$ cat config.mk
export PLATFORM = sky130hd
export DESIGN_NAME = prd_sg_engine
export DESIGN_NICKNAME = d
export VERILOG_FILES = /design/src/rtl/prd_sg_pkg.sv /design/src/rtl/prd_chunk_calc.sv /design/src/rtl/prd_word_cnt.sv /design/src/rtl/prd_walk_ctrl.sv /design/src/rtl/prd_sg_engine.sv
export SDC_FILE = /design/constraint.sdc
export NUM_CORES = 1
export LEC_CHECK = 0
export BUFFER_PORTS_ARGS = -buffer_cell sky130_fd_sc_hd__buf_2
export CORE_MARGIN = 4
export CORE_UTILIZATION = 58
export DETAILED_ROUTE_END_ITERATION = 10
export PLACE_DENSITY = 0.82
export SYNTH_ARGS = -nofsm -noshare
export SYNTH_HDL_FRONTEND = slang
export SYNTH_HIERARCHICAL = 1
export SYNTH_SLANG_ARGS = --single-unit
$ cat constraint.sdc
create_clock -name clk -period 8.3 [get_ports clk]
set_clock_uncertainty 0.1 [all_clocks]
set_input_delay 0.415 -clock clk [delete_from_list [all_inputs] [get_ports clk]]
set_output_delay 0.415 -clock clk [all_outputs]
set_load 0.03 [all_outputs]
$ cat src/rtl/prd_sg_pkg.sv
package prd_sg_pkg;

  localparam int DESC_STRIDE = 16;
  localparam int FLAG_OFS    = 12;
  localparam int SIZE_W      = 22;
  localparam int NOTIFY_BIT  = 31;

  typedef enum logic [3:0] {
    ST_IDLE,
    ST_ADR_REQ,
    ST_ADR_RSP,
    ST_FLG_REQ,
    ST_FLG_RSP,
    ST_CHUNK,
    ST_BUF_RD,
    ST_BUF_LAT,
    ST_HOST_WR,
    ST_HOST_RD,
    ST_HOST_RSP,
    ST_BUF_WR,
    ST_NEXT,
    ST_DONE
  } walk_state_t;

  // Byte enables for the final word of a region, from the byte count mod 4.
  function automatic logic [3:0] tail_mask(input logic [1:0] rem_bytes);
    case (rem_bytes)
      2'd1:    tail_mask = 4'b0001;
      2'd2:    tail_mask = 4'b0011;
      2'd3:    tail_mask = 4'b0111;
      default: tail_mask = 4'b1111;
    endcase
  endfunction

endpackage

$ cat src/rtl/prd_chunk_calc.sv
module prd_chunk_calc
  import prd_sg_pkg::*;
#(
  parameter int LEN_W = 24
) (
  input  logic [SIZE_W-1:0] size_i,
  input  logic [LEN_W-1:0]  rem_i,
  output logic [LEN_W-1:0]  chunk_o,
  output logic [LEN_W-1:0]  words_o,
  output logic [3:0]        tail_be_o
);

  localparam int CW = ((LEN_W > SIZE_W + 1) ? LEN_W : SIZE_W + 1) + 1;

  logic [CW-1:0] region_bytes;
  logic [CW-1:0] rem_ext;

  always_comb begin
    region_bytes = CW'(size_i) + CW'(1);
    rem_ext      = CW'(rem_i);
    if (region_bytes < rem_ext) begin
      chunk_o = region_bytes[LEN_W-1:0];
    end else begin
      chunk_o = rem_i;
    end
    words_o   = {2'b00, chunk_o[LEN_W-1:2]} + LEN_W'(|chunk_o[1:0]);
    tail_be_o = tail_mask(chunk_o[1:0]);
  end

endmodule

$ cat src/rtl/prd_word_cnt.sv
module prd_word_cnt #(
  parameter int LEN_W = 24
) (
  input  logic             clk,
  input  logic             rst_n,
  input  logic             load_i,
  input  logic [LEN_W-1:0] load_val_i,
  input  logic             step_i,
  output logic             last_o
);

  logic [LEN_W-1:0] cnt_q;
  logic [LEN_W-1:0] cnt_d;
  logic             cnt_en;

  always_comb begin
    cnt_en = load_i | step_i;
    cnt_d  = cnt_q;
    if (load_i) begin
      cnt_d = load_val_i;
    end else if (step_i) begin
      cnt_d = cnt_q - LEN_W'(1);
    end
  end

  always_ff @(posedge clk or negedge rst_n) begin
    if (!rst_n) begin
      cnt_q <= '0;
    end else if (cnt_en) begin
      cnt_q <= cnt_d;
    end
  end

  assign last_o = (cnt_q == LEN_W'(1));

  AST_CNT_NO_UNDERFLOW: assert property (@(posedge clk) disable iff (!rst_n)
    step_i |-> (cnt_q != '0));

endmodule

$ cat src/rtl/prd_walk_ctrl.sv
module prd_walk_ctrl
  import prd_sg_pkg::*;
#(
  parameter int ADDR_W = 32,
  parameter int LEN_W  = 24,
  parameter int CNT_W  = 16,
  parameter int BUF_AW = 10
) (
  input  logic              clk,
  input  logic              rst_n,
  input  logic              start_i,
  input  logic              to_host_i,
  input  logic [ADDR_W-1:0] tbl_base_i,
  input  logic [CNT_W-1:0]  prd_count_i,
  input  logic [LEN_W-1:0]  xfer_len_i,
  output logic              busy_o,
  output logic              done_o,
  output logic [LEN_W-1:0]  total_o,
  output logic              irq_o,
  output logic              mem_req_o,
  output logic              mem_we_o,
  output logic [ADDR_W-1:0] mem_addr_o,
  output logic [31:0]       mem_wdata_o,
  output logic [3:0]        mem_be_o,
  input  logic              mem_gnt_i,
  input  logic              mem_rvalid_i,
  input  logic [31:0]       mem_rdata_i,
  output logic              buf_re_o,
  output logic              buf_we_o,
  output logic [BUF_AW-1:0] buf_addr_o,
  output logic [31:0]       buf_wdata_o,
  output logic [3:0]        buf_be_o,
  input  logic [31:0]       buf_rdata_i,
  output logic [SIZE_W-1:0] size_o,
  output logic [LEN_W-1:0]  rem_o,
  input  logic [LEN_W-1:0]  chunk_i,
  input  logic [3:0]        tail_be_i,
  output logic              cnt_load_o,
  output logic              cnt_step_o,
  input  logic              cnt_last_i
);

  walk_state_t       state_q, state_d;
  logic              dir_q, dir_d;
  logic [ADDR_W-1:0] desc_ptr_q, desc_ptr_d;
  logic [CNT_W-1:0]  desc_left_q, desc_left_d;
  logic [LEN_W-1:0]  rem_q, rem_d;
  logic [LEN_W-1:0]  total_q, total_d;
  logic [ADDR_W-1:0] host_ptr_q, host_ptr_d;
  logic [BUF_AW-1:0] buf_ptr_q, buf_ptr_d;
  logic [SIZE_W-1:0] size_q, size_d;
  logic              notify_q, notify_d;
  logic              irq_q, irq_d;
  logic [3:0]        tail_be_q, tail_be_d;
  logic [31:0]       data_q, data_d;
  logic              word_done;
  logic [3:0]        word_be;

  assign word_be = cnt_last_i ? tail_be_q : 4'hF;

  // Next-state and datapath update.
  always_comb begin
    state_d     = state_q;
    dir_d       = dir_q;
    desc_ptr_d  = desc_ptr_q;
    desc_left_d = desc_left_q;
    rem_d       = rem_q;
    total_d     = total_q;
    host_ptr_d  = host_ptr_q;
    buf_ptr_d   = buf_ptr_q;
    size_d      = size_q;
    notify_d    = notify_q;
    irq_d       = irq_q;
    tail_be_d   = tail_be_q;
    data_d      = data_q;
    cnt_load_o  = 1'b0;
    word_done   = 1'b0;

    case (state_q)
      ST_IDLE: begin
        if (start_i) begin
          dir_d       = to_host_i;
          desc_ptr_d  = tbl_base_i;
          desc_left_d = prd_count_i;
          rem_d       = xfer_len_i;
          total_d     = '0;
          irq_d       = 1'b0;
          buf_ptr_d   = '0;
          if ((prd_count_i == '0) || (xfer_len_i == '0)) begin
            state_d = ST_DONE;
          end else begin
            state_d = ST_ADR_REQ;
          end
        end
      end
      ST_ADR_REQ: if (mem_gnt_i) state_d = ST_ADR_RSP;
      ST_ADR_RSP: begin
        if (mem_rvalid_i) begin
          host_ptr_d = {mem_rdata_i[ADDR_W-1:2], 2'b00};
          state_d    = ST_FLG_REQ;
        end
      end
      ST_FLG_REQ: if (mem_gnt_i) state_d = ST_FLG_RSP;
      ST_FLG_RSP: begin
        if (mem_rvalid_i) begin
          size_d   = mem_rdata_i[SIZE_W-1:0];
          notify_d = mem_rdata_i[NOTIFY_BIT];
          state_d  = ST_CHUNK;
        end
      end
      ST_CHUNK: begin
        cnt_load_o = 1'b1;
        tail_be_d  = tail_be_i;
        rem_d      = rem_q - chunk_i;
        total_d    = total_q + chunk_i;
        irq_d      = irq_q | notify_q;
        state_d    = dir_q ? ST_BUF_RD : ST_HOST_RD;
      end
      ST_BUF_RD:  state_d = ST_BUF_LAT;
      ST_BUF_LAT: begin
        data_d  = buf_rdata_i;
        state_d = ST_HOST_WR;
      end
      ST_HOST_WR: begin
        if (mem_gnt_i) begin
          word_done = 1'b1;
          state_d   = cnt_last_i ? ST_NEXT : ST_BUF_RD;
        end
      end
      ST_HOST_RD: if (mem_gnt_i) state_d = ST_HOST_RSP;
      ST_HOST_RSP: begin
        if (mem_rvalid_i) begin
          data_d  = mem_rdata_i;
          state_d = ST_BUF_WR;
        end
      end
      ST_BUF_WR: begin
        word_done = 1'b1;
        state_d   = cnt_last_i ? ST_NEXT : ST_HOST_RD;
      end
      ST_NEXT: begin
        desc_left_d = desc_left_q - CNT_W'(1);
        desc_ptr_d  = desc_ptr_q + ADDR_W'(DESC_STRIDE);
        if ((rem_q == '0) || (desc_left_q == CNT_W'(1))) begin
          state_d = ST_DONE;
        end else begin
          state_d = ST_ADR_REQ;
        end
      end
      ST_DONE: state_d = ST_IDLE;
      default: state_d = ST_IDLE;
    endcase

    if (word_done) begin
      host_ptr_d = host_ptr_q + ADDR_W'(4);
      buf_ptr_d  = buf_ptr_q + BUF_AW'(1);
    end
  end

  assign cnt_step_o = word_done;

  // Register process.
  always_ff @(posedge clk or negedge rst_n) begin
    if (!rst_n) begin
      state_q     <= ST_IDLE;
      dir_q       <= 1'b0;
      desc_ptr_q  <= '0;
      desc_left_q <= '0;
      rem_q       <= '0;
      total_q     <= '0;
      host_ptr_q  <= '0;
      buf_ptr_q   <= '0;
      size_q      <= '0;
      notify_q    <= 1'b0;
      irq_q       <= 1'b0;
      tail_be_q   <= '0;
      data_q      <= '0;
    end else begin
      state_q     <= state_d;
      dir_q       <= dir_d;
      desc_ptr_q  <= desc_ptr_d;
      desc_left_q <= desc_left_d;
      rem_q       <= rem_d;
      total_q     <= total_d;
      host_ptr_q  <= host_ptr_d;
      buf_ptr_q   <= buf_ptr_d;
      size_q      <= size_d;
      notify_q    <= notify_d;
      irq_q       <= irq_d;
      tail_be_q   <= tail_be_d;
      data_q      <= data_d;
    end
  end

  // Output decode from registered state.
  always_comb begin
    mem_req_o   = 1'b0;
    mem_we_o    = 1'b0;
    mem_addr_o  = host_ptr_q;
    mem_wdata_o = '0;
    mem_be_o    = 4'hF;
    buf_re_o    = 1'b0;
    buf_we_o    = 1'b0;
    buf_wdata_o = data_q;
    buf_be_o    = word_be;
    case (state_q)
      ST_ADR_REQ: begin
        mem_req_o  = 1'b1;
        mem_addr_o = desc_ptr_q;
      end
      ST_FLG_REQ: begin
        mem_req_o  = 1'b1;
        mem_addr_o = desc_ptr_q + ADDR_W'(FLAG_OFS);
      end
      ST_HOST_WR: begin
        mem_req_o   = 1'b1;
        mem_we_o    = 1'b1;
        mem_wdata_o = data_q;
        mem_be_o    = word_be;
      end
      ST_HOST_RD: mem_req_o = 1'b1;
      ST_BUF_RD:  buf_re_o  = 1'b1;
      ST_BUF_WR:  buf_we_o  = 1'b1;
      default: ;
    endcase
  end

  assign buf_addr_o = buf_ptr_q;
  assign busy_o     = (state_q != ST_IDLE);
  assign done_o     = (state_q == ST_DONE);
  assign total_o    = total_q;
  assign irq_o      = irq_q;
  assign size_o     = size_q;
  assign rem_o      = rem_q;

  AST_REQ_HOLD: assert property (@(posedge clk) disable iff (!rst_n)
    (mem_req_o && !mem_gnt_i) |=> (mem_req_o && $stable(mem_addr_o) && $stable(mem_we_o)));
  AST_DONE_PULSE: assert property (@(posedge clk) disable iff (!rst_n)
    done_o |=> !done_o);
  AST_TOHOST_NO_BUFWR: assert property (@(posedge clk) disable iff (!rst_n)
    (busy_o && dir_q) |-> !buf_we_o);
  AST_WRITE_BE_NONZERO: assert property (@(posedge clk) disable iff (!rst_n)
    (mem_req_o && mem_we_o) |-> (mem_be_o != 4'h0));
  AST_CHUNK_GROWS_TOTAL: assert property (@(posedge clk) disable iff (!rst_n)
    (state_q == ST_CHUNK) |=> (total_q > $past(total_q)));
  AST_DIR_STABLE: assert property (@(posedge clk) disable iff (!rst_n)
    (busy_o && start_i && state_q != ST_DONE) |=> $stable(dir_q));

endmodule

$ cat src/rtl/prd_sg_engine.sv
module prd_sg_engine
  import prd_sg_pkg::*;
#(
  parameter int ADDR_W = 32,
  parameter int LEN_W  = 24,
  parameter int CNT_W  = 16,
  parameter int BUF_AW = 10
) (
  input  logic              clk,
  input  logic              rst_n,
  input  logic              start,
  input  logic              to_host,
  input  logic [ADDR_W-1:0] tbl_base,
  input  logic [CNT_W-1:0]  prd_count,
  input  logic [LEN_W-1:0]  xfer_len,
  output logic              busy,
  output logic              done,
  output logic [LEN_W-1:0]  total_bytes,
  output logic              irq_req,
  output logic              mem_req,
  output logic              mem_we,
  output logic [ADDR_W-1:0] mem_addr,
  output logic [31:0]       mem_wdata,
  output logic [3:0]        mem_be,
  input  logic              mem_gnt,
  input  logic              mem_rvalid,
  input  logic [31:0]       mem_rdata,
  output logic              buf_re,
  output logic              buf_we,
  output logic [BUF_AW-1:0] buf_addr,
  output logic [31:0]       buf_wdata,
  output logic [3:0]        buf_be,
  input  logic [31:0]       buf_rdata
);

  logic [SIZE_W-1:0] size_w;
  logic [LEN_W-1:0]  rem_w;
  logic [LEN_W-1:0]  chunk_w;
  logic [LEN_W-1:0]  words_w;
  logic [3:0]        tail_be_w;
  logic              cnt_load_w;
  logic              cnt_step_w;
  logic              cnt_last_w;

  prd_walk_ctrl #(
    .ADDR_W (ADDR_W),
    .LEN_W  (LEN_W),
    .CNT_W  (CNT_W),
    .BUF_AW (BUF_AW)
  ) u_ctrl (
    .clk          (clk),
    .rst_n        (rst_n),
    .start_i      (start),
    .to_host_i    (to_host),
    .tbl_base_i   (tbl_base),
    .prd_count_i  (prd_count),
    .xfer_len_i   (xfer_len),
    .busy_o       (busy),
    .done_o       (done),
    .total_o      (total_bytes),
    .irq_o        (irq_req),
    .mem_req_o    (mem_req),
    .mem_we_o     (mem_we),
    .mem_addr_o   (mem_addr),
    .mem_wdata_o  (mem_wdata),
    .mem_be_o     (mem_be),
    .mem_gnt_i    (mem_gnt),
    .mem_rvalid_i (mem_rvalid),
    .mem_rdata_i  (mem_rdata),
    .buf_re_o     (buf_re),
    .buf_we_o     (buf_we),
    .buf_addr_o   (buf_addr),
    .buf_wdata_o  (buf_wdata),
    .buf_be_o     (buf_be),
    .buf_rdata_i  (buf_rdata),
    .size_o       (size_w),
    .rem_o        (rem_w),
    .chunk_i      (chunk_w),
    .tail_be_i    (tail_be_w),
    .cnt_load_o   (cnt_load_w),
    .cnt_step_o   (cnt_step_w),
    .cnt_last_i   (cnt_last_w)
  );

  prd_chunk_calc #(
    .LEN_W (LEN_W)
  ) u_calc (
    .size_i    (size_w),
    .rem_i     (rem_w),
    .chunk_o   (chunk_w),
    .words_o   (words_w),
    .tail_be_o (tail_be_w)
  );

  prd_word_cnt #(
    .LEN_W (LEN_W)
  ) u_wcnt (
    .clk        (clk),
    .rst_n      (rst_n),
    .load_i     (cnt_load_w),
    .load_val_i (words_w),
    .step_i     (cnt_step_w),
    .last_o     (cnt_last_w)
  );

endmodule

==> qor.yml, run 1 <==
outcome:
  outcome: "finished clean"
pwr:
  p_clk_share_pct: 15.4
  power.density_nw_per_um2: 440
  p_comb_share_pct: 58.4
  p_switching_mw: 4.41
  intPower_mw: 4.27
  swShare_pct: 50.8
  ir_drop_v: 0.000308
  p_leak_nw: 8.95
  p_seq_share_pct: 26.3
synthesis:
  synth.top_cells.by_count: "316 x nand2_1, 225 x dfrtp_1, 203 x o21ai_0"
  yosysSeqAreaShare_pct: 33.4
  yosysTopAreaCell: "dfrtp_1"
  ys_ff_latch: 225
  synth_ff_type: "dfrtp_1"
  yosys-top-cells-area: "dfrtp_1 33%, nand2_1 7.0%, ha_1 6.1%, o21ai_0 6.0%, xnor2_1 3.6%"
  synth_cells: 2099
  syn_area_per_cell_um2: 8.02
  yosysMostFrequentCell: "nand2_1"
  synth_top_area_share_pct: 33.4
  yosys_warnings: 6
  synth_edf_count: 0
  ys_types: 89
  synth_area_um2: 16800
  ys_async_sr_fraction_pct: 100
layout:
  drive_above_1_share_pct: 17.6
  diodes: 0
  area_delta_synth_final_pct: 17.3
  nets: 2576
floorplan:
  die_w_um: 178
  die-area_um2: 31800
  row_count: 62
  core_area_um2: 28700
  die_h_um: 178
  start_util_pct: 58.6
  io_pins: 287
timing:
  post-route-period-util_pct: 86.0
  hold_viol: 0
  drv_slew: 0
  layout_setup_ws_ns: 1.16
  tightest_slew_ns: 1.19
  worst_hold_slack_ns: 0.0246
  setup-violations-final: 0
  fin_setup_tns_ns: 0
  min_period_ns: 7.14
  max_freq_mhz: 140
  rsz0062_at_grt: "no"
  relSlewSlack_pct: 20.7
setup_path:
  path_cells: "nand4_2 -> nor4_2 -> nand4_1 -> xnor2_1 -> ha_1 -> nand3_1 -> nor3b_1 -> and4_1 -> o31a_1 -> or2_2 -> a21o_1 -> ha_1 -> inv_1 -> fa_1 -> a21o_1 -> a21oi_1 -> o21bai_1 -> a21o_1 -> o21ai_0 -> a21oi_1 -> or3_1 -> a31o_2"
  crit_slowest_cell: "nor4_2"
  path_buf_inv: 1
  cp_common_cell: "a21o_1"
  path_class: "flop to flop"
  crit_path_start: "u_ctrl/size_o[5]"
  cp-start-kind: "flop"
  cp_max_fo: 16
  end_kind: "flop"
  crit_arrival_ns: 7.48
  worst_r2r_startpoint: "u_ctrl/size_o[5]"
  slowest_delay_ns: 0.92
  required_ns: 8.64
  path_delay_family: "simple AND/OR/NAND/NOR gates"
clock_tree:
  cts_tree: "built"
  cts.clk_slew.worst_paths_ns: 0.06
  cts_resized: 0
  hold_buffers: 28
  post_cts_buffers: 0
  root_buffer: "clkbuf_16"
  h-tree-depth: 1
  cts_buffer_depth: 3
  cts.sinks: 225
  clk_latency_ns: 0.56
  numCtsBuffers: 27
global_routing:
  antenna_found_initial: 1
  overflow: 0
  first_global_vias: 16400
  grt_pass1_wl_um: 85400
  grt_usage_pct: 33.1
  grt_max_degree: 86
drt:
  remaining_drc_errors: 0
  wl_met2_um: 26300
  vias_per_cell: 6.34
  wirelength_um: 55100
  wl_met1_um: 21600
  dr.pass1.iters: 6
  dr_total_vias: 17500
  routed-wl-met3_um: 4500
  post_drt_wl_per_cell_um: 20.0
  first_iter_violations: 1972
  ant_nets: 0
  maxUsedRoutingLayer: "met5"
worst_hold_path:
  min-delay-start: "prd_count[10]"
  timing.hold.worst.class: "input port to flop"
place:
  dp_hpwl_um: 40700
  io_buffer_count: 286
  dp_slack_ns: 1.39
  gp_congestion: 1.02
run:
  maxCapViolations: 0
## per-layer routing
| metal | GRT usage [%] | vias to the layer above |
|---|---|---|
| met3 | 5.32 | 172 |
| li1 | - | 8074 |
| met1 | 42.6 | 8290 |
| met4 | 14.2 | 2 |
| met2 | 55.3 | 913 |
| met5 | 0 | - |
## final timing paths
kind | endpoint | slack, ns | depth (start not counted)
max in group asynchronous | u_ctrl/size_o[12] | 6.27 | 3
max reg2reg | u_ctrl/rem_o[16] | 1.16 | 22
min reg2reg | u_ctrl/desc_ptr_q[1] | 0.36 | 2
min | u_ctrl/desc_left_q[10] | 0.02 | 3
max | u_ctrl/rem_o[16] | 1.16 | 22
min in group asynchronous | u_ctrl/total_o[18] | 0.33 | 2
## per-stage QoR
stage | cells | util (%) | instance area (um2) | power [mW]
global route | 2754 | 68.8 | 19700 | 9.24
finish | 2754 | 68.8 | 19700 | 8.68
CTS | 2754 | 68.8 | 19700 | 8.58
global placement | 2677 | 64.4 | 18500 | 7.04
floorplan | 2101 | - | 16800 | 5.80
detailed placement | 2677 | 64.4 | 18500 | 7.19
## kinds of logic (layout without fill, tap and decap cells)
family | Yosys count | in the layout | share of synthesized area (%)
simple gates | 859 | 859 | 25.1
flops | 225 | 225 | 33.4
compound gates | 539 | 539 | 20.3
other cells | 2 | 4 | 0.0446
buf+inv | 215 | 484 | 5.05
mux | 66 | 66 | 4.13
xor+xnor | 109 | 109 | 5.67
fa+ha+maj | 84 | 84 | 6.33
## registers in the layout (all words and copies together), names as in the netlist
| signal | cells |
|---|---|
| u_ctrl/buf_wdata_o | 32 |
| u_ctrl/irq_o | 1 |
| u_ctrl/notify_q | 1 |
| u_ctrl/host_ptr_q | 30 |
| u_ctrl/buf_addr_o | 10 |
| u_ctrl/size_o | 22 |
| u_ctrl/tail_be_q | 4 |
| u_ctrl/desc_ptr_q | 32 |
| u_ctrl/rem_o | 24 |
| u_ctrl/state_q | 4 |
| u_ctrl/desc_left_q | 16 |
| u_ctrl/total_o | 24 |
| u_wcnt/cnt_q | 24 |
| u_ctrl/dir_q | 1 |
## cell usage in the layout (no fill, tap or decap), types with 10 or more instances in the layout
| master | synthesis | routed |
|---|---|---|
| xor2_1 | 39 | 39 |
| o22ai_1 | 17 | 17 |
| nor4_1 | 28 | 27 |
| dlygate4sd3_1 | 0 | 28 |
| a31oi_1 | 22 | 22 |
| clkbuf_16 | 0 | 27 |
| nand2_1 | 316 | 314 |
| ha_1 | 82 | 82 |
| buf_4 | 7 | 18 |
| mux2i_1 | 41 | 41 |
| nor2_1 | 135 | 133 |
| a211oi_1 | 16 | 16 |
| a311oi_1 | 13 | 13 |
| a21oi_1 | 99 | 99 |
| nor2b_1 | 15 | 15 |
| dfrtp_1 | 225 | 225 |
| o211ai_1 | 24 | 24 |
| nand2b_1 | 21 | 21 |
| o21ai_0 | 203 | 203 |
| and2_1 | 40 | 40 |
| nor3_1 | 45 | 44 |
| and4_1 | 10 | 10 |
| a221o_1 | 19 | 19 |
| nand3_1 | 99 | 98 |
| and3_1 | 34 | 33 |
| inv_1 | 102 | 101 |
| o311ai_0 | 19 | 19 |
| a21o_1 | 32 | 32 |
| nand4_1 | 44 | 44 |
| buf_2 | 8 | 285 |
| mux2_2 | 24 | 24 |
| or3_1 | 16 | 16 |
| xnor2_1 | 70 | 70 |
## power by group through the flow
stage                     combinational (mW)  sequential (mW)  clock (mW)
final                                   5.07             2.28        1.33
after global routing                    5.51             2.35        1.39
after CTS                               4.98             2.25        1.35
after detailed placement                4.93             2.26           0
after global placement                  4.80             2.23           0
after floorplan                         3.58             2.22           0
## worst min-delay path, delay by kind of cell
family / cells / cell delay (ns)
buffers and inverters: 1 / 0.09
AO/OA/AOI/OAI: 1 / 0.07
AND/OR/NAND/NOR: 1 / 0.06
## cell type report
class	instances	area [um2]
Timing Repair Buffer	332	1860
Clock inverter	17	295
Tap cell	384	480
Multi-Input combinational cell	1661	10400
Inverter	103	387
Clock buffer	32	694
Sequential cell	225	5630
Fill cell	2372	8960
Power figures use the tool's default switching activity.
==> run 2: changes to the inputs <==
- CORE_UTILIZATION: 58 -> 52
- PLACE_DENSITY: 0.82 -> 0.78
- clock period: 8.3 -> 6.5 ns (I/O delays scaled with it)
==> run 2 against run 1 <==
  * Largest cell class unchanged
  * Critical path type unchanged
  * Largest power group unchanged
  * Non-clock buffer count increased by 104
  * Die area increased by 11%
  * Clock-buffer cell count grew 3
  * Critical endpoint unchanged
  * Sequential share of layout area shrank 1.4 points
  * Fmax grew 17%
  * Cell count rose by 4.4%
==> qor.yml, run 2 (same netlist as run 1, synthesis figures left out) <==
clock_tree:
  numCtsBuffers: 26  # -3.7%
  cts_tree: "built"
  cts.clk_slew.worst_paths_ns: 0.07  # about the same
  cts.sinks: 225  # unchanged
  h-tree-depth: 1  # unchanged
  root_buffer: "clkbuf_16"
  cts_buffer_depth: 3  # unchanged
  clk_latency_ns: 0.57  # about the same
pwr:
  p_leak_nw: 9.38  # +4.7%
  ir_drop_v: 0.000462  # +50%
  swShare_pct: 51.1  # +0.27 points
  intPower_mw: 5.47  # +28%
  p_comb_share_pct: 59.8  # +1.4 points
  p_switching_mw: 5.72  # +30%
  power.density_nw_per_um2: 539  # +23%
  p_clk_share_pct: 14.1  # -1.3 points
  p_seq_share_pct: 26.1  # -0.2 points
global_routing:
  grt_usage_pct: 32.1  # -1.0 points
  busiest_layer: "met2"
  antenna_found_initial: 4  # +3
  grt_pass1_wl_um: 93600  # +9.6%
  first_global_vias: 17500  # +7.1%
  grt_max_degree: 129  # +50%
  overflow: 0  # unchanged
  met3_usage_pct: 5.70  # +0.38 points
  use_met1_pct: 40.6  # -2.0 points
  use_met2_pct: 54.3  # -1.0 points
drt:
  first_iter_violations: 1688  # -14%
  ant_nets: 0  # unchanged
  dr.pass1.iters: 8  # +2
  dr_total_vias: 17900  # +2.8%
  post_drt_wl_per_cell_um: 20.5  # +2.4%
  vias_per_cell: 6.24  # -1.5%
  wirelength_um: 59000  # +7.0%
  remaining_drc_errors: 0  # unchanged
setup_path:
  crit_arrival_ns: 6.45  # -1.03 ns
  path_class: "flop to flop"
  cp-start-kind: "flop"
  ff2ff_setup_slack_ns: 0.39  # -0.77 ns
  reg2reg_to: "u_ctrl/rem_o[16]"
  crit_path_start: "u_ctrl/size_o[5]"
  required_ns: 6.84  # -1.80 ns
  crit_end: "u_ctrl/rem_o[16]"
  cp_max_fo: 12  # -4
  reg2regPathDepth: 26  # +18%
  worst_r2r_startpoint: "u_ctrl/size_o[5]"
  end_kind: "flop"
timing:
  relSlewSlack_pct: 17.7  # -3.0 points
  min_period_ns: 6.11  # -1.03 ns
  hold_viol: 0  # unchanged
  max_freq_mhz: 164  # +17%
  post-route-period-util_pct: 94.0  # +8.0 points
  setup-violations-final: 0  # unchanged
  tightest_slew_ns: 1.23  # +0.0449 ns
  drv_slew: 0  # unchanged
layout:
  final_cell_mix: "314 x nand2_1, 285 x buf_2, 225 x dfrtp_1, 202 x o21ai_0, 133 x nor2_1"
  area_delta_synth_final_pct: 23.3
  final_cell_area_um2: 20700  # +5.1%
  final_util_pct: 65.4  # -3.4 points
  regArea_um2: 5630  # unchanged
  multi_input_area_um2: 10400  # +0.35%
  drive_above_1_share_pct: 17.4  # -0.15 points
  n_fill_cell: 2615  # +10%
  nets: 2679  # +4.0%
  final_common_cell: "nand2_1"
floorplan:
  die_h_um: 188  # +5.4%
  die_w_um: 188  # +5.4%
  die-area_um2: 35300  # +11%
  row_count: 65  # +4.8%
  io_pins: 287  # unchanged
  core_area_um2: 31700  # +11%
  start_util_pct: 53.1  # -5.6 points
place:
  io_buffer_count: 286  # unchanged
  dp_hpwl_um: 41900  # +3.0%
  placed_cell_area_um2: 18600  # +0.72%
  gp_congestion: 1.00  # -1.7%
outcome:
  outcome: "finished clean"
run:
  maxCapViolations: 0  # unchanged
worst_hold_path:
  timing.hold.worst.class: "input port to flop"
run 2: cell types whose count changed in the layout (fill, tap and decap cells not counted), sizes merged, moves of 2 or more:
cell         previous run  this run
clkbuf                 32        35
buf                   304       317
dlygate4sd3            28       119
diode                   0         3
bufinv                  7         4
inv                   105       103
run 2: worst max-delay path, cell delays in order, from the launching register on:
cell	delay [ns]
dfrtp_1	0.50
nand4_2	0.24
nor4_2	0.36
buf_4	0.23
nand4_1	0.17
xnor2_2	0.22
ha_1	0.27
nand2_1	0.06
nor2_1	0.04
a211oi_1	0.30
o221ai_2	0.20
buf_4	0.21
or2_2	0.39
nor2_1	0.11
a21o_1	0.17
ha_1	0.20
inv_1	0.06
fa_1	0.41
a21o_1	0.18
a21oi_1	0.24
o21bai_1	0.13
a21o_1	0.20
o21ai_0	0.17
buf_4	0.17
a21oi_1	0.07
or3_1	0.30
a31o_2	0.25
run 2: power groups by stage:
stage,registers (mW),clock network [mW],logic [mW]
floorplan,2.83,0,4.57
global placement,2.87,0,6.30
detailed placement,2.90,0,6.43
CTS,2.88,1.60,6.53
global route,3.02,1.67,7.28
finish,2.92,1.58,6.69
run 2: how the worst min path moves through the flow:
| stage | startpoint | end | cells after the start |
|---|---|---|---|
| 2_1_floorplan | rst_n | u_ctrl/buf_addr_o[0] | 0 |
| 3_3_place_gp | rst_n | u_ctrl/total_o[19] | 1 |
| 3_5_place_dp | rst_n | u_ctrl/total_o[19] | 1 |
| 4_1_cts | xfer_len[13] | u_ctrl/rem_o[13] | 3 |
| 5_1_grt | mem_rdata[8] | u_ctrl/size_o[8] | 2 |
| 6_report | mem_rdata[20] | u_ctrl/host_ptr_q[20] | 3 |
run 2: timing repair:
action	4_1_cts	5_1_grt
setup endpoints to repair	0	21
hold buffers	119	0
resized for setup	0	9
buffers inserted	0	0
endpoints found under the hold margin	215	0
run 2: per-stage QoR:
| step | setup TNS, ns | hold slack (ns) | instances | total power [mW] | setup slack, ns |
|---|---|---|---|---|---|
| 2_1_floorplan | 0 | -0.0706 | 2101 | 7.40 | 0.711 |
| 3_3_place_gp | 0 | 0.306 | 2708 | 9.17 | 0.482 |
| 3_5_place_dp | 0 | 0.304 | 2708 | 9.32 | 0.282 |
| 4_1_cts | 0 | 0.00198 | 2873 | 11.0 | 0.237 |
| 5_1_grt | -0.00745 | 0.0113 | 2875 | 12.0 | -0.00483 |
| 6_report | 0 | 0.0144 | 2876 | 11.2 | 0.392 |
run 2: cell type report:
class                           count  share of cell area, %
Multi-Input combinational cell   1661                   50.3
Sequential cell                   225                   27.1
Timing Repair Buffer              436                   13.9
Clock buffer                       35                   3.49
Tap cell                          402                   2.42
Inverter                          103                   1.86
Clock inverter                     11                  0.892
Antenna cell                        3                 0.0362
run 2: routing by layer:
layer	vias up	routed length [um]	share of wire (%)
met5	-	22	0.037
met4	4	2690	4.6
met3	189	5190	8.8
met2	933	28500	48
met1	8530	22500	38
li1	8288	-	-
==> run 3: changes to the inputs <==
- REMOVE_ABC_BUFFERS: default -> 1
==> run 3 against run 2 <==
  * Routed wire length down 1.0%
  * Combinational power grew 0.9%
  * Design area up 0.44%
  * Largest power group unchanged
==> qor.yml, run 3 (same netlist as run 1, synthesis figures left out) <==
place:
  dp_hpwl_um: 40400  # -3.6%
  io_buffer_count: 286  # unchanged
  placed_cell_area_um2: 18700  # +0.39%
  gp_congestion: 1.01  # +0.68%
  dp_slack_ns: 0.418  # +0.136 ns
timing:
  max_freq_mhz: 165  # +0.69%
  relSlewSlack_pct: 19.2  # +1.5 points
  layout_setup_ws_ns: 0.434  # +0.0418 ns
  worst_hold_slack_ns: 0.0135  # -0.000923 ns
  drv_slew: 0  # unchanged
  setup-violations-final: 0  # unchanged
  tightest_slew_ns: 1.21  # -0.0238 ns
  hold_viol: 0  # unchanged
  min_period_ns: 6.07  # -0.0418 ns
  rsz0062_at_grt: "no"
  post-route-period-util_pct: 93.3  # -0.64 points
global_routing:
  grt_max_degree: 147  # +14%
  antenna_found_initial: 1  # -3
  grt_usage_pct: 31.6  # -0.43 points
  grt_pass1_wl_um: 93000  # -0.69%
  overflow: 0  # unchanged
  first_global_vias: 17400  # -0.83%
setup_path:
  crit_slowest_cell: "dfrtp_1"
  worst_r2r_startpoint: "u_ctrl/size_o[6]"
  cp_max_fo: 12  # unchanged
  crit_path_start: "u_ctrl/size_o[6]"
  slowest_delay_ns: 0.52  # +0.02 ns
  cp-start-kind: "flop"
  crit_arrival_ns: 6.44  # about the same
  end_kind: "flop"
  path_class: "flop to flop"
  required_ns: 6.87  # +0.03 ns
  path_cells: "nand4_2 -> nor4_2 -> buf_4 -> nand4_1 -> xnor2_1 -> ha_1 -> nand2_1 -> nor2_1 -> a211oi_1 -> o221ai_1 -> or2_2 -> buf_4 -> o21ai_0 -> inv_1 -> ha_1 -> nand4_1 -> a311oi_1 -> nor2_1 -> o31ai_2 -> a31oi_1 -> xor2_1 -> o21ai_0"
clock_tree:
  cts.sinks: 225  # unchanged
  clk_latency_ns: 0.58  # about the same
  cts_buffer_depth: 3  # unchanged
  h-tree-depth: 1  # unchanged
  numCtsBuffers: 27  # +3.8%
  cts_tree: "built"
  root_buffer: "clkbuf_16"
  cts.clk_slew.worst_paths_ns: 0.07  # about the same
  post_cts_buffers: 0  # unchanged
pwr:
  p_leak_nw: 9.44  # +0.62%
  ir_drop_v: 0.000341  # -26%
  p_total_mw: 11.2  # +0.18%
  power.density_nw_per_um2: 538  # -0.26%
layout:
  n_fill_cell: 2572  # -1.6%
  final_util_pct: 65.7  # +0.29 points
  final_cell_mix: "314 x nand2_1, 285 x buf_2, 225 x dfrtp_1, 203 x o21ai_0, 133 x nor2_1"
  final_cell_area_um2: 20800  # +0.44%
  drive_above_1_share_pct: 17.9  # +0.48 points
  nets: 2693  # +0.52%
  area_delta_synth_final_pct: 23.8
  final_common_cell: "nand2_1"
floorplan:
  core_area_um2: 31700  # unchanged
  die_h_um: 188  # unchanged
  row_count: 65  # unchanged
  io_pins: 287  # unchanged
  die-area_um2: 35300  # unchanged
  die_w_um: 188  # unchanged
  start_util_pct: 53.1  # unchanged
drt:
  remaining_drc_errors: 0  # unchanged
  dr.pass1.iters: 6  # -2
  first_iter_violations: 1772  # +5.0%
  dr_total_vias: 18000  # +0.36%
  wirelength_um: 58400  # -1.0%
  ant_nets: 0  # unchanged
  post_drt_wl_per_cell_um: 20.2  # -1.5%
  vias_per_cell: 6.23  # -0.16%
worst_hold_path:
  timing.hold.worst.class: "input port to flop"
  min-delay-start: "xfer_len[15]"
outcome:
  outcome: "finished clean"
run:
  maxCapViolations: 0  # unchanged
## run 3: final timing paths
check | to | slack [ns] | depth (start not counted)
worst min register to register | u_ctrl/tail_be_q[2] | 0.38 | 2
worst max register to register | u_ctrl/total_o[19] | 0.43 | 22
worst min-delay path | u_ctrl/rem_o[15] | 0.01 | 3
worst max-delay path | u_ctrl/total_o[19] | 0.43 | 22
min in group asynchronous | u_ctrl/total_o[17] | 0.21 | 2
max in group asynchronous | u_ctrl/buf_wdata_o[22] | 4.84 | 3
## run 3: layout make-up
type / count / area (um2) / area share, %
Antenna cell: 1 / 2.50 / 0.0120
Inverter: 103 / 387 / 1.86
Timing Repair Buffer: 449 / 2990 / 14.3
Sequential cell: 225 / 5630 / 27.0
Clock inverter: 18 / 191 / 0.919
Clock buffer: 32 / 714 / 3.43
Tap cell: 402 / 503 / 2.41
Multi-Input combinational cell: 1661 / 10400 / 50.0
## run 3: what timing repair did
action	in CTS	in global routing
hold endpoints to repair	217	0
resized for setup	0	6
hold buffers	123	0
setup endpoints to repair	0	14
## run 3: per-layer routing
layer  GRT usage [%]  vias to the layer above  wire (um)  part of all wire, %
met1            41.8                     8454      23400                   40
li1                -                     8323          -                    -
met2            52.6                     1029      27400                   47
met4            12.1                        0       2580                  4.4
met3            4.78                      203       4990                  8.5
met5               0                        -          0                    0
## run 3: per-stage QoR
| step | instances | TNS, ns |
|---|---|---|
| after floorplan | 1989 | -2.39 |
| after global placement | 2717 | 0 |
| after detailed placement | 2717 | 0 |
| after CTS | 2890 | 0 |
| after global routing | 2891 | 0 |
| final | 2891 | 0 |
## run 3: critical path, delay by kind of cell, from the launching register on
family          cells  cell delay (ns)
compound gates      7             2.06
xor+xnor            2             0.45
fa+ha+maj           2             0.71
buf+inv             3             0.58
flops               1             0.52
simple gates        8             1.54
## run 3: where the power goes
| part | total, mW | switching, mW | internal, mW |
|---|---|---|---|
| clock | 1.57 | 0.683 | 0.883 |
| sequential | 2.90 | 0.882 | 2.01 |
| combinational | 6.75 | 4.18 | 2.56 |
